===== src/rtl/fpmul_pkg.sv =====
package fpmul_pkg;

    typedef enum logic [1:0] {
        CLS_ZERO = 2'd0,
        CLS_NUM  = 2'd1,
        CLS_INF  = 2'd2,
        CLS_NAN  = 2'd3
    } fcls_e;

    typedef enum logic [1:0] {
        SP_NONE    = 2'd0,
        SP_PASS_Y  = 2'd1,
        SP_NEW_NAN = 2'd2,
        SP_ZERO    = 2'd3
    } spec_e;

    typedef enum logic [1:0] {
        ACC_HOLD = 2'd0,
        ACC_BIT  = 2'd1,
        ACC_WORD = 2'd2
    } accop_e;

    typedef enum logic [1:0] {
        ST_IDLE = 2'd0,
        ST_MUL  = 2'd1,
        ST_NORM = 2'd2
    } st_e;

endpackage


===== src/rtl/fpmul_order.sv =====
module fpmul_order
    import fpmul_pkg::*;
#(
    parameter int EXP_W = 16,
    parameter int MW    = 128
) (
    input  logic [1:0]       a_cls,
    input  logic             a_sign,
    input  logic [EXP_W-1:0] a_exp,
    input  logic [MW-1:0]    a_mant,
    input  logic [1:0]       b_cls,
    input  logic             b_sign,
    input  logic [EXP_W-1:0] b_exp,
    input  logic [MW-1:0]    b_mant,
    output logic             x_sign,
    output logic [EXP_W-1:0] x_exp,
    output logic [MW-1:0]    x_mant,
    output logic [1:0]       y_cls,
    output logic             y_sign,
    output logic [EXP_W-1:0] y_exp,
    output logic [MW-1:0]    y_mant,
    output spec_e            spec
);

    logic       swap;
    logic [1:0] x_cls;

    // The heavier class goes to the multiplier side; ties keep b there.
    always_comb begin
        swap   = (a_cls > b_cls);
        x_cls  = swap ? b_cls  : a_cls;
        x_sign = swap ? b_sign : a_sign;
        x_exp  = swap ? b_exp  : a_exp;
        x_mant = swap ? b_mant : a_mant;
        y_cls  = swap ? a_cls  : b_cls;
        y_sign = swap ? a_sign : b_sign;
        y_exp  = swap ? a_exp  : b_exp;
        y_mant = swap ? a_mant : b_mant;
    end

    always_comb begin
        if (y_cls == CLS_NAN) begin
            spec = SP_PASS_Y;
        end else if (y_cls == CLS_INF) begin
            spec = (x_cls == CLS_ZERO) ? SP_NEW_NAN : SP_PASS_Y;
        end else if (x_cls == CLS_ZERO) begin
            spec = SP_ZERO;
        end else begin
            spec = SP_NONE;
        end
    end

endmodule


===== src/rtl/fpmul_accstep.sv =====
module fpmul_accstep
    import fpmul_pkg::*;
#(
    parameter int MW     = 128,
    parameter int WORD_W = 32
) (
    input  accop_e         op,
    input  logic           add_en,
    input  logic [MW-1:0]  acc,
    input  logic           stk,
    input  logic [MW-1:0]  x_mant,
    output logic [MW-1:0]  acc_n,
    output logic           stk_n
);

    logic [MW-1:0] half;

    always_comb begin
        half  = acc >> 1;
        acc_n = acc;
        stk_n = stk;
        unique case (op)
            ACC_BIT: begin
                stk_n = stk | acc[0];
                acc_n = add_en ? (half + x_mant) : half;
            end
            ACC_WORD: begin
                stk_n = stk | (|acc[WORD_W-1:0]);
                acc_n = acc >> WORD_W;
            end
            default: begin
                acc_n = acc;
                stk_n = stk;
            end
        endcase
    end

endmodule


===== src/rtl/fpmul_norm.sv =====
module fpmul_norm #(
    parameter int MW    = 128,
    parameter int EXP_W = 16
) (
    input  logic [MW-1:0]    acc,
    input  logic             stk,
    input  logic [EXP_W-1:0] exp_sum,
    output logic [MW-1:0]    mant,
    output logic             sticky,
    output logic [EXP_W-1:0] exp_out
);

    localparam int LEAD = MW - 3;

    logic over;

    always_comb begin
        over = acc[LEAD+1];
        if (over) begin
            mant    = acc >> 1;
            sticky  = stk | acc[0];
            exp_out = exp_sum + EXP_W'(1);
        end else begin
            mant    = acc;
            sticky  = stk;
            exp_out = exp_sum;
        end
    end

endmodule


===== src/rtl/fpmul_seq.sv =====
module fpmul_seq
    import fpmul_pkg::*;
#(
    parameter int WORD_W = 32,
    parameter int NWORDS = 4,
    parameter int GUARD  = 2,
    parameter int EXP_W  = 16,
    localparam int MW    = WORD_W * NWORDS
) (
    input  logic             clk,
    input  logic             rst_n,
    input  logic             start,
    input  logic [1:0]       a_cls,
    input  logic             a_sign,
    input  logic [EXP_W-1:0] a_exp,
    input  logic [MW-1:0]    a_mant,
    input  logic [1:0]       b_cls,
    input  logic             b_sign,
    input  logic [EXP_W-1:0] b_exp,
    input  logic [MW-1:0]    b_mant,
    output logic             done,
    output logic [1:0]       r_cls,
    output logic             r_sign,
    output logic [EXP_W-1:0] r_exp,
    output logic [MW-1:0]    r_mant,
    output logic             r_sticky,
    output logic             r_invalid
);

    localparam int LEAD    = MW - 3;
    localparam int TOP_BIT = WORD_W - 3;
    localparam int WSEL_W  = (NWORDS > 1) ? $clog2(NWORDS) : 1;
    localparam int BPOS_W  = (WORD_W > 1) ? $clog2(WORD_W) : 1;

    st_e st, st_n;

    logic [WSEL_W-1:0] wsel;
    logic [BPOS_W-1:0] bpos;
    logic [MW-1:0]     acc, xm, ym;
    logic              stk, psign;
    logic [EXP_W-1:0]  esum;

    logic             o_x_sign, o_y_sign;
    logic [EXP_W-1:0] o_x_exp, o_y_exp;
    logic [MW-1:0]    o_x_mant, o_y_mant;
    logic [1:0]       o_y_cls;
    spec_e            spec;

    logic [WORD_W-1:0] y_word;
    logic              at_start, last_word, skip, fin;
    accop_e            acc_op;
    logic [MW-1:0]     acc_n;
    logic              stk_n;
    logic [MW-1:0]     n_mant;
    logic              n_sticky;
    logic [EXP_W-1:0]  n_exp;

    fpmul_order #(.EXP_W(EXP_W), .MW(MW)) u_order (
        .a_cls (a_cls),  .a_sign(a_sign), .a_exp(a_exp), .a_mant(a_mant),
        .b_cls (b_cls),  .b_sign(b_sign), .b_exp(b_exp), .b_mant(b_mant),
        .x_sign(o_x_sign), .x_exp(o_x_exp), .x_mant(o_x_mant),
        .y_cls (o_y_cls),  .y_sign(o_y_sign), .y_exp(o_y_exp),
        .y_mant(o_y_mant), .spec(spec)
    );

    // Step decode for the current multiplier position.
    always_comb begin
        y_word    = WORD_W'(ym >> (wsel * WORD_W));
        last_word = (wsel == WSEL_W'(NWORDS - 1));
        at_start  = (wsel == '0) ? (bpos == BPOS_W'(GUARD)) : (bpos == '0);
        skip      = at_start && (y_word == '0) && !last_word;
        fin       = last_word && (bpos == BPOS_W'(TOP_BIT));
        if (st != ST_MUL) begin
            acc_op = ACC_HOLD;
        end else if (skip) begin
            acc_op = (wsel == '0) ? ACC_HOLD : ACC_WORD;
        end else begin
            acc_op = ACC_BIT;
        end
    end

    fpmul_accstep #(.MW(MW), .WORD_W(WORD_W)) u_step (
        .op(acc_op), .add_en(y_word[bpos]), .acc(acc), .stk(stk),
        .x_mant(xm), .acc_n(acc_n), .stk_n(stk_n)
    );

    fpmul_norm #(.MW(MW), .EXP_W(EXP_W)) u_norm (
        .acc(acc), .stk(stk), .exp_sum(esum),
        .mant(n_mant), .sticky(n_sticky), .exp_out(n_exp)
    );

    // State register.
    always_ff @(posedge clk) begin
        if (!rst_n) st <= ST_IDLE;
        else        st <= st_n;
    end

    // Transitions.
    always_comb begin
        st_n = st;
        unique case (st)
            ST_IDLE: if (start && spec == SP_NONE) st_n = ST_MUL;
            ST_MUL:  if (fin) st_n = ST_NORM;
            ST_NORM: st_n = ST_IDLE;
            default: st_n = ST_IDLE;
        endcase
    end

    // Datapath and result registers.
    always_ff @(posedge clk) begin
        if (!rst_n) begin
            wsel <= '0; bpos <= '0; acc <= '0; stk <= 1'b0;
            xm <= '0; ym <= '0; psign <= 1'b0; esum <= '0;
            done <= 1'b0; r_cls <= CLS_ZERO; r_sign <= 1'b0;
            r_exp <= '0; r_mant <= '0; r_sticky <= 1'b0; r_invalid <= 1'b0;
        end else begin
            done <= 1'b0;
            unique case (st)
                ST_IDLE: begin
                    if (start) begin
                        xm    <= o_x_mant;
                        ym    <= o_y_mant;
                        psign <= o_x_sign ^ o_y_sign;
                        esum  <= o_x_exp + o_y_exp;
                        acc   <= '0;
                        stk   <= 1'b0;
                        wsel  <= '0;
                        bpos  <= BPOS_W'(GUARD);
                        if (spec != SP_NONE) begin
                            done      <= 1'b1;
                            r_sticky  <= 1'b0;
                            r_invalid <= (spec == SP_NEW_NAN);
                            unique case (spec)
                                SP_PASS_Y: begin
                                    r_cls  <= o_y_cls;
                                    r_sign <= o_x_sign ^ o_y_sign;
                                    r_exp  <= o_y_exp;
                                    r_mant <= o_y_mant;
                                end
                                SP_NEW_NAN: begin
                                    r_cls  <= CLS_NAN;
                                    r_sign <= 1'b0;
                                    r_exp  <= '0;
                                    r_mant <= MW'(1) << LEAD;
                                end
                                default: begin
                                    r_cls  <= CLS_ZERO;
                                    r_sign <= o_x_sign ^ o_y_sign;
                                    r_exp  <= '0;
                                    r_mant <= '0;
                                end
                            endcase
                        end
                    end
                end
                ST_MUL: begin
                    acc <= acc_n;
                    stk <= stk_n;
                    if (skip || bpos == BPOS_W'(WORD_W - 1)) begin
                        wsel <= wsel + WSEL_W'(1);
                        bpos <= '0;
                    end else begin
                        bpos <= bpos + BPOS_W'(1);
                    end
                end
                ST_NORM: begin
                    done      <= 1'b1;
                    r_cls     <= CLS_NUM;
                    r_sign    <= psign;
                    r_exp     <= n_exp;
                    r_mant    <= n_mant;
                    r_sticky  <= n_sticky;
                    r_invalid <= 1'b0;
                end
                default: ;
            endcase
        end
    end

endmodule


===== config.mk =====
export PLATFORM = sky130hd
export DESIGN_NAME = fpmul_seq
export DESIGN_NICKNAME = d
export VERILOG_FILES = /design/src/rtl/fpmul_pkg.sv /design/src/rtl/fpmul_order.sv /design/src/rtl/fpmul_accstep.sv /design/src/rtl/fpmul_norm.sv /design/src/rtl/fpmul_seq.sv
export SDC_FILE = /design/constraint.sdc
export NUM_CORES = 2
export LEC_CHECK = 0
export BUFFER_PORTS_ARGS = -buffer_cell sky130_fd_sc_hd__clkbuf_2
export CAP_MARGIN = 20
export CORE_MARGIN = 2
export CORE_UTILIZATION = 55
export CTS_CLUSTER_SIZE = 30
export DETAILED_ROUTE_END_ITERATION = 12
export GPL_TIMING_DRIVEN = 0
export HOLD_SLACK_MARGIN = 0.15
export PLACE_DENSITY = 0.76
export SYNTH_ARGS = -nofsm -noshare
export SYNTH_HDL_FRONTEND = slang
export SYNTH_SLANG_ARGS = --single-unit

===== constraint.sdc =====
create_clock -name clk -period 4.9 [get_ports clk]
set_input_delay 0.98 -clock clk [delete_from_list [all_inputs] [get_ports clk]]
set_output_delay 0.98 -clock clk [all_outputs]
set_load 0.01 [all_outputs]

==> metrics.md <==
| Metric | Value |
|---|---|
| Rel. slew slack | 14.6% |
| Synth top cells by count | nor2_1, dfxtp_1, a21oi_1 |
| Met1 Usage GRT | 62.1% |
| Hold endpoint | esum[7] |
| Final setup vio count | 1 |
| Switch Pwr | 4.60 mW |
| Distinct cell type count after synthesis | 95 |
| Largest net degree at the start of global routing | 14 |
| Final Slew Violations | 0 |
| P_int | 9.02 mW |
| Clock Skew | 24.7 ps |
| Finished Core Util | 64.0% |
| GPL Wtd Cong | 1.15 |
| Share of cells above drive strength 1 | 16.5% |
| Total chip power | 13.6 mW |
| Sequential Area | 0.0112 mm2 |
| Grt ovf | 0 |
| Grt met3 use | 12.1% |
| Worst Path Arrival | 5510 ps |
| Hold path depth | 2 |
| Vert. Die Dim | 263 um |
| Yosys reg bits | 561 |
| FFs w/ async S/R, synth | 0% |
| Dominant cell type by area after synthesis | dfxtp_1 |
| Drc violations | 0 |
| Synthesis-to-finish area growth | 15.7% |
| Register area share after synthesis | 30.4% |
| Met2 Use GR | 72.7% |
| Cell count after synthesis | 4481 |
| Violated checks | negative setup slack |
| Post-synthesis cell area | 0.0370 mm2 |
| Gr busiest metal | met2 |
| Cell Rows | 95 |
| Setup ws final | -99.9 ps |
| DP Worst Slack | -370 ps |
| Post-synth EDFFs | 0 |
| Initial Utilization | 55.3% |
| Net switching fraction of the power | 33.8% |
| DR vias | 40500 |
| Yosys warning count | 0 |
| Max clock buf depth | 3 |
| Reg-to-Reg End | acc[127] |
| Required time of the worst setup path | 5410 ps |
| Max capacitance violation total | 0 |
| Ys flop type | dfxtp_1 |
| Max FO, Critical Path | 7 |
| Hold_buf cts | 0 |
| Port Buffers | 445 |
| Syn_nets | 4934 |
| Gr usage total | 49.0% |
| Share of the synthesized area in the top cell type | 30.4% |
| Initial antenna violation count | 11 |
| Clock Latency Late Sink | 630 ps |
| Final min period | 5000 ps |
| Clock transition at the registers of the reported paths | 60 ps |
| Fill cells | 5850 |
| Class of the most critical setup path | reg -> reg |
| Worst VDD drop | 333 uV |
| Reg-to-reg slack, setup | -100 ps |
| Detailed Route WL | 177000 um |
| Worst hold slack | 485 ps |
| CTS tree | built |
| Nets | 5457 |
| Htree depth | 3 |
| Comb power frac | 23.1% |
| First-pass GRT wire length | 252000 um |
| Detailed-route vias per instance | 6.83 |
| Seq pwr share | 38.5% |
| Power density cells | 319 mW/mm2 |
| Area contributors post-synth | dfxtp_1, mux2i_1, a21oi_1, nor2_1, a211oi_1 |
| Min-delay src | esum[7] |
| Most common cell in the netlist | nor2_1 |
| DR WL/cell | 29.9 um |
| Status | finished, violations left |
| IO Count | 447 |
| DP HPWL | 142000 um |
| DR iter-0 viols | 5627 |
| Clock share of power | 38.4% |
| Total CTS buffers | 66 |
| Slew @ Worst Pin | 1280 ps |
| RSZ-0062 raised after global routing | true |
| Multi-input logic area | 0.0239 mm2 |
| Core area | 0.0668 mm2 |
| Setup crit end kind | flop |
| Tcrit/Tclk final | 102% |
| Hold Path Class | reg -> reg |
| Syn avg cell area | 8.25 um2 |
| Die footprint | 0.0693 mm2 |
| Clock Sinks | 561 |
| Max frequency | 200 MHz |
| Crit path launch type | flop |
| Detail Route Antenna Nets | 0 |
| Leak pwr | 17.8 nW |
| Root Driver | clkbuf_16 |
| Chip Width | 263 um |
| Worst R2R Path Depth | 14 |
| Hold Vio Cnt, Final | 0 |
| Vias in the first global route | 37700 |
| Reg2reg start | acc[37] |
| 1st-pass router iterations | 10 |
## worst max-delay path, cell delays in order (launching register included)
cell,delay [ps]
dfxtp_1,660
ha_1,320
clkbuf_1,190
a21o_1,250
a21o_1,200
a221oi_1,420
o21ai_0,270
a211oi_2,700
o41ai_4,270
a41oi_4,380
o31ai_4,170
a21oi_2,370
and4bb_1,230
a211o_1,260
a22o_1,190
## routing by layer
metal,vias to the layer above,part of all wire [%]
li1,17800,-
met1,19100,38
met2,2955,41
met3,689,12
met4,8,8.8
met5,-,0.029
## cell type report
cell class | instances | area share (%)
inverter | 60 | 0.527
timing repair buffer | 455 | 5.52
sequential | 561 | 26.3
multi-input combinational | 3473 | 55.9
buffer | 387 | 3.91
tap | 873 | 2.56
clock buffer | 93 | 4.55
clock inverter | 26 | 0.729
antenna | 7 | 0.0410
## how the worst max path moves through the flow
stage / cells past startpoint / start / slack, ps / end
floorplan: 15 / acc[1] / 1300 / acc[104]
global placement: 15 / acc[1] / -1000 / acc[66]
detailed placement: 14 / a_cls[1] / -370 / r_exp[6]
CTS: 14 / acc[37] / 40 / acc[127]
global route: 14 / acc[37] / -40 / acc[127]
finish: 14 / acc[37] / -100 / acc[127]
## power groups by stage
stage	clock (mW)	sequential, mW	combinational, mW
finish	5.23	5.24	3.14
global route	5.35	5.24	3.27
CTS	5.18	5.21	3.01
detailed placement	0	5.31	2.98
global placement	0	5.30	2.93
floorplan	0	5.19	1.79
## through the flow
step | TNS, ps | instance area (um2) | cells
finish | -99.9 | 42800 | 5935
detailed placement | -8330 | 40400 | 5807
CTS | 0 | 42700 | 5926
floorplan | 0 | 37000 | 4481
global route | -50.5 | 42700 | 5930
global placement | -31480 | 40300 | 5799
## cells in the final DEF (no fill, tap or decap), types with 20 or more instances in the layout
master / instances
o21bai_1: 33
nor2_1: 637
a211oi_1: 293
clkbuf_1: 322
dfxtp_1: 561
nand3_1: 31
nand2_1: 270
clkbuf_16: 67
a22o_1: 23
clkbuf_2: 450
o221a_2: 129
inv_1: 60
mux2i_1: 420
o211ai_1: 36
nor4_1: 33
xnor2_1: 71
a21oi_1: 551
nand2b_1: 20
mux4_2: 41
buf_2: 30
a21o_1: 76
nor3_1: 53
nand4_1: 77
clkbuf_8: 25
ha_1: 154
o221ai_1: 28
xor2_1: 70
a22oi_1: 26
o21ai_0: 155
## timing repair
action / CTS / global route
setup endpoints to repair: 7 / 34
resized for setup: 4 / 13
gates cloned: 0 / 0
pin swaps: 0 / 1
setup buffers: 0 / 2
## cells by family after synthesis
kind of cell | share of synthesized area, %
AOI/OAI and AO/OA | 27.6
adders and majority gates | 5.32
buffers and inverters | 5.13
muxes | 13.9
xor gates and xnor gates | 3.34
and+or+nand+nor | 14.4
DFF | 30.4
## flip-flops by register name, indices dropped and copies added (netlist names), 5 cells and up
register,count
acc,128
r_mant,128
xm,128
ym,128
esum,16
r_exp,16
bpos,5
No activity file was read; power rests on OpenSTA's default activity.
